==> src/rtl/ovf_pkg.sv <==
package ovf_pkg;

  // Mode encoding of modeSel: both 00 and 11 switch the filter off.
  typedef enum logic [1:0] {
    MODE_OFF      = 2'b00,
    MODE_INTERNAL = 2'b01,
    MODE_EXTERNAL = 2'b10,
    MODE_OFF_ALT  = 2'b11
  } ovf_mode_e;

  // Strobes from control to the count datapath; at most one is active.
  typedef struct packed {
    logic clrCount;
    logic incCount;
    logic decCount;
  } ovf_ctrl_t;

  function automatic logic modeEnabled(input logic [1:0] sel);
    return (ovf_mode_e'(sel) == MODE_INTERNAL) || (ovf_mode_e'(sel) == MODE_EXTERNAL);
  endfunction

endpackage

==> src/rtl/ovf_count_path.sv <==
module ovf_count_path
  import ovf_pkg::*;
#(
  parameter int CNT_W     = 8,
  parameter int INT_LIMIT = 10,
  parameter int INC_STEP  = 1,
  parameter int DEC_STEP  = 2
) (
  input  logic             clk,
  input  logic             rst_n,
  input  ovf_ctrl_t        ctrl,
  input  logic [1:0]       modeSel,
  input  logic [CNT_W-1:0] limitIn,
  output logic [CNT_W-1:0] countOut,
  output logic             hitLimit
);

  localparam int SUM_W = CNT_W + 1;
  localparam logic [CNT_W-1:0] INT_LIM_V = CNT_W'(INT_LIMIT);
  localparam logic [CNT_W-1:0] DEC_V     = CNT_W'(DEC_STEP);
  localparam logic [SUM_W-1:0] INC_V     = SUM_W'(INC_STEP);

  logic [CNT_W-1:0] countReg;
  logic [CNT_W-1:0] countNext;
  logic [CNT_W-1:0] effLimit;
  logic [SUM_W-1:0] incSum;
  logic [CNT_W-1:0] decValue;

  // Active limit: the internal value, or the programmed one floored at it.
  always_comb begin
    unique case (ovf_mode_e'(modeSel))
      MODE_EXTERNAL: effLimit = (limitIn < INT_LIM_V) ? INT_LIM_V : limitIn;
      default:       effLimit = INT_LIM_V;
    endcase
  end

  // One extra bit so the increment cannot wrap before the comparison.
  assign incSum   = {1'b0, countReg} + INC_V;
  assign hitLimit = (incSum >= {1'b0, effLimit});
  assign decValue = (countReg >= DEC_V) ? (countReg - DEC_V) : '0;

  always_comb begin
    countNext = countReg;
    if (ctrl.clrCount)      countNext = '0;
    else if (ctrl.incCount) countNext = hitLimit ? effLimit : incSum[CNT_W-1:0];
    else if (ctrl.decCount) countNext = decValue;
  end

  always_ff @(posedge clk or negedge rst_n) begin
    if (!rst_n) countReg <= '0;
    else        countReg <= countNext;
  end

  assign countOut = countReg;

  // the count never rises by more than one step per clock.
  assert_step_up_R2: assert property (@(posedge clk) disable iff (!rst_n)
    {1'b0, countReg} <= ({1'b0, $past(countReg)} + INC_V));

  // a down-count from below the step lands on zero.
  assert_floor_R3: assert property (@(posedge clk) disable iff (!rst_n)
    (ctrl.decCount && (countReg < DEC_V)) |=> (countReg == '0));

  // a clear strobe leaves a zero count.
  assert_clear_count_R10: assert property (@(posedge clk) disable iff (!rst_n)
    ctrl.clrCount |=> (countReg == '0));

  // with no strobe from control the count holds.
  assert_hold_R4: assert property (@(posedge clk) disable iff (!rst_n)
    !(ctrl.clrCount || ctrl.incCount || ctrl.decCount) |=> $stable(countReg));

endmodule

==> src/rtl/ovf_trip_ctrl.sv <==
module ovf_trip_ctrl
  import ovf_pkg::*;
(
  input  logic       clk,
  input  logic       rst_n,
  input  logic       cycleStrobe,
  input  logic       ovFlag,
  input  logic [1:0] modeSel,
  input  logic       latchClear,
  input  logic       hitLimit,
  output ovf_ctrl_t  ctrl,
  output logic       tripOut
);

  logic enabled;
  logic tripReg;
  logic sampleNow;
  logic setTrip;

  assign enabled = modeEnabled(modeSel);

  // A strobe counts only when enabled, untripped and not being cleared.
  assign sampleNow = cycleStrobe && enabled && !latchClear && !tripReg;

  always_comb begin
    ctrl          = '0;
    ctrl.clrCount = latchClear || !enabled;
    ctrl.incCount = sampleNow && ovFlag;
    ctrl.decCount = sampleNow && !ovFlag;
  end

  assign setTrip = ctrl.incCount && hitLimit;

  always_ff @(posedge clk or negedge rst_n) begin
    if (!rst_n)                     tripReg <= 1'b0;
    else if (latchClear || !enabled) tripReg <= 1'b0;
    else if (setTrip)               tripReg <= 1'b1;
  end

  // The disabled mode masks the trip without waiting for an edge.
  assign tripOut = tripReg && enabled;

  // a trip holds while enabled and not cleared.
  assert_trip_hold_R9: assert property (@(posedge clk) disable iff (!rst_n)
    (tripReg && enabled && !latchClear) |=> tripReg);

  // no trip is visible in the disabled mode.
  assert_trip_masked_R6: assert property (@(posedge clk) disable iff (!rst_n)
    !enabled |-> !tripOut);

  // a clear drops the trip latch at the next edge.
  assert_clear_trip_R10: assert property (@(posedge clk) disable iff (!rst_n)
    latchClear |=> !tripReg);

  // the trip can only rise on an overvoltage strobe.
  assert_trip_cause_R5: assert property (@(posedge clk) disable iff (!rst_n)
    (!tripReg && !(cycleStrobe && ovFlag)) |=> !tripReg);

endmodule

==> src/rtl/ovf_event_filter.sv <==
module ovf_event_filter
  import ovf_pkg::*;
#(
  parameter int CNT_W     = 8,
  parameter int INT_LIMIT = 10
) (
  input  logic             clk,
  input  logic             rst_n,
  input  logic             cycleStrobe,
  input  logic             ovFlag,
  input  logic [1:0]       modeSel,
  input  logic [CNT_W-1:0] limitIn,
  input  logic             latchClear,
  output logic             tripOut,
  output logic [CNT_W-1:0] countOut
);

  ovf_ctrl_t ctrlBus;
  logic      hitLimit;

  ovf_trip_ctrl u_ctrl (
    .clk        (clk),
    .rst_n      (rst_n),
    .cycleStrobe(cycleStrobe),
    .ovFlag     (ovFlag),
    .modeSel    (modeSel),
    .latchClear (latchClear),
    .hitLimit   (hitLimit),
    .ctrl       (ctrlBus),
    .tripOut    (tripOut)
  );

  ovf_count_path #(
    .CNT_W    (CNT_W),
    .INT_LIMIT(INT_LIMIT),
    .INC_STEP (1),
    .DEC_STEP (2)
  ) u_path (
    .clk     (clk),
    .rst_n   (rst_n),
    .ctrl    (ctrlBus),
    .modeSel (modeSel),
    .limitIn (limitIn),
    .countOut(countOut),
    .hitLimit(hitLimit)
  );

endmodule

==> config.mk <==
export PLATFORM = sky130hd
export DESIGN_NAME = ovf_event_filter
export DESIGN_NICKNAME = d
export VERILOG_FILES = /design/src/rtl/ovf_pkg.sv /design/src/rtl/ovf_count_path.sv /design/src/rtl/ovf_trip_ctrl.sv /design/src/rtl/ovf_event_filter.sv
export SDC_FILE = /design/constraint.sdc
export NUM_CORES = 1
export LEC_CHECK = 0
export BUFFER_PORTS_ARGS = -buffer_cell sky130_fd_sc_hd__buf_2
export CAP_MARGIN = 0
export CORE_UTILIZATION = 33
export CTS_CLUSTER_DIAMETER = 150
export DETAILED_ROUTE_END_ITERATION = 12
export GPL_TIMING_DRIVEN = 0
export PLACE_DENSITY = 0.61
export SYNTH_ARGS = -nofsm -noshare
export SYNTH_HDL_FRONTEND = slang
export SYNTH_SLANG_ARGS = --single-unit
==> constraint.sdc <==
create_clock -name clk -period 3.2 [get_ports clk]
set_input_delay 0.16 -clock clk [delete_from_list [all_inputs] [get_ports clk]]
set_output_delay 0.16 -clock clk [all_outputs]
set_load 0.005 [all_outputs]
==> flow_metrics.py <==
metrics = {
    "detailed_routing": {
        "viasPerCell": 5.71,
        "wl_per_cell_um": 14.7,
        "wl_mm": 3.14,
        "vias": 1221,
        "drt_iter0_drc": 94,
        "drtPass1Iterations": 5,
        "ant_nets": 0,
        "drcViolationCount": 0,
    },
    "timing": {
        "final.setup_skew_ns": 0.000713,
        "period_needed_ns": 2.95,
        "grt_setup_unrepaired": "false",
        "timing.final.max_slew_violations": 0,
        "final_hold_viol_count": 0,
        "min_period_over_period_pct": 92.3,
        "setup_viol_count_final": 0,
        "tns_ns": 0,
        "fmax_mhz": 339,
        "relSlewSlack_pct": 57.0,
        "finalWorstSetupSlack_ns": 0.246,
        "tightest_slew_ns": 0.642,
    },
    "cts": {
        "cts_tree": "yes",
        "cts.repair.resized": 0,
        "cts_setup_buffers": 0,
        "cts.sinks": 9,
        "clockRootBuffer": "clkbuf_4",
        "numCtsBuffers": 3,
        "path_clk_slew_ns": 0.06,
        "htree_levels": 1,
        "clk_path_buf_depth": 2,
        "clock_latency_ns": 0.27,
    },
    "synth": {
        "synth.area.top_cells": "dfrtp_1 20%, ha_1 14%, o21ai_0 5.3%",
        "syn_area_per_cell_um2": 8.04,
        "seq_area_frac_synth_pct": 19.7,
        "synth.distinct_cells": 48,
        "yosysTopAreaCell": "dfrtp_1",
        "ys.warnings.count": 0,
        "synth-edff-count": 0,
        "synth_nets": 170,
        "synth_common_cells": "13 x ha_1, 12 x nand2_1, 12 x o21ai_0, 9 x dfrtp_1",
        "yosysMostFrequentCell": "ha_1",
        "synth-main-ff-cell": "dfrtp_1",
        "syn_inst": 142,
        "async_reset_ff_share_pct": 100,
        "syn-cell-area_mm2": 0.00114,
        "ys_ff_latch": 9,
        "synth_top_area_share_pct": 19.7,
    },
    "pwr": {
        "ir_worst_vdd_mv": 0.180,
        "power_density_mw_per_mm2": 465,
        "p_leak_nw": 0.647,
        "p_total_uw": 628,
    },
    "critical_path": {
        "worstSetupPathType": "register to register",
        "setup.worst_path.end_class": "register",
        "cp.required_ns": 3.35,
        "start_kind": "register",
        "cpPeakStageDelay_ns": 0.52,
        "crit_chain": "ha_1 > nand2_1 > nor2_1 > xor2_1 > ha_1 > and3_4 > a221oi_2 > nand2_2 > or3_1 > a32o_1",
        "critPathSlowestCell": "dfrtp_1",
        "critPathArrivalTime_ns": 3.11,
        "worstPathMaxFanout": 9,
        "crit_top_cell": "ha_1",
    },
    "global_route": {
        "grt.total_usage_pct": 20.0,
        "grt_pass1_wl_mm": 5.42,
        "antenna_found_initial": 0,
        "grt_max_degree": 11,
        "overflow": 0,
        "grt_pass1_vias": 1139,
    },
    "run": {
        "drv_cap": 0,
    },
    "die": {
        "die-area_mm2": 0.00370,
        "die_w_um": 60.8,
        "core_mm2": 0.00318,
        "die_h_um": 60.8,
        "row_count": 20,
        "start_util_pct": 35.9,
        "io_pins": 24,
    },
    "finish": {
        "nets": 199,
        "area_growth_syn_to_layout_pct": 18.1,
        "final_cells": 214,
        "multi_input_area_um2": 853,
        "drive_above_1_share_pct": 23.5,
        "n_fill_cell": 345,
        "diodes": 0,
        "ff_latch_area_um2": 225,
    },
    "hold_path": {
        "holdCritPathClass": "input pin to async pin",
    },
    "placed_design": {
        "place_congestion": 0.862,
        "hpwl_mm": 2.57,
        "io_buffers": 23,
        "preCtsSetupSlack_ns": 0.254,
        "numPlacedInstances": 209,
    },
    "run_status": {
        "outcome": "complete, no violations",
    },
}
power by group:
part	leakage [nW]	internal [mW]	switching (mW)	total, mW
sequential	0.125	0.127	0.0201	0.147
clock	0.0150	0.0482	0.0423	0.0905
combinational	0.507	0.166	0.223	0.390
worst paths after layout:
check / endpoint / slack [ns] / start / cells past startpoint
setup / recovery: u_path.countOut[2]$_DFFE_PN0P_ / 0.25 / u_path.countOut[1]$_DFFE_PN0P_ / 10
setup reg to reg: u_path.countOut[2]$_DFFE_PN0P_ / 0.25 / u_path.countOut[1]$_DFFE_PN0P_ / 10
hold reg to reg: u_ctrl.tripReg$_DFFE_PN0P_ / 0.53 / u_ctrl.tripReg$_DFFE_PN0P_ / 2
max in group asynchronous: u_path.countOut[4]$_DFFE_PN0P_ / 2.75 / rst_n / 2
min in group clk: u_path.countOut[0]$_DFFE_PN0P_ / 0.27 / limitIn[0] / 5
hold / removal: u_path.countOut[2]$_DFFE_PN0P_ / 0.27 / rst_n / 2
through the flow:
step	utilization, %	hold WS [ns]	area, um2
after detailed placement	41.3	0.0217	1310
final	42.4	0.271	1350
after floorplan	-	-0.136	1140
after global placement	41.3	0.0212	1310
after CTS	42.4	0.273	1350
after global routing	42.4	0.285	1350
flip-flops by register name (all words and copies together) (netlist names):
signal / flops
u_ctrl.tripReg: 1
u_path.countOut: 8
cell families after synthesis:
kind of cell / after synthesis / share of synthesized area [%]
AOI/OAI and AO/OA: 42 / 25.5
DFF: 9 / 19.7
adders and majority gates: 13 / 14.2
buffers and inverters: 12 / 5.58
and+or+nand+nor: 60 / 30.3
xor gates and xnor gates: 6 / 4.60
worst max-delay path: cells and delay by family (launching register included):
kind | cells | cell delay, ns
AO/OA/AOI/OAI | 2 | 0.56
XOR/XNOR | 1 | 0.25
adder cells (fa/ha/maj) | 2 | 0.53
flip-flops | 1 | 0.52
AND/OR/NAND/NOR | 5 | 0.95
area by class of cell:
cell class              instances  share of cell area (%)
flip-flops and latches          9                    16.7
repair buffers                 24                    9.28
inverters                       6                    1.67
plain buffers                   6                    3.06
multi-input cells             121                    63.3
clock buffers                   4                    1.95
well taps                      44                    4.08
placed cells by master, fill, tap and decap left out, types with 3 or more instances in the layout:
cell      instances
a21oi_1           7
buf_2            26
clkbuf_4          3
dfrtp_1           9
ha_1             13
inv_1             6
nand2_1          12
nand3_1           7
nand4_1           6
nor2_1            7
nor2b_1           3
nor3_1            3
nor3b_1           3
nor4_1            3
o21ai_0          12
o31ai_1           3
xnor2_1           4
per-layer routing:
metal	global-route usage [%]	part of all wire, %	vias up
li1	-	-	600
met1	28.3	47	575
met2	31.2	47	39
met3	0.853	3.7	7
met4	9.42	2.2	0
met5	0	0	-
timing repair:
item | CTS | global route
endpoints found under the setup margin | 0 | 0
hold endpoints to repair | 9 | 0
hold buffers | 1 | 0
No activity file was read; power rests on OpenSTA's default activity.
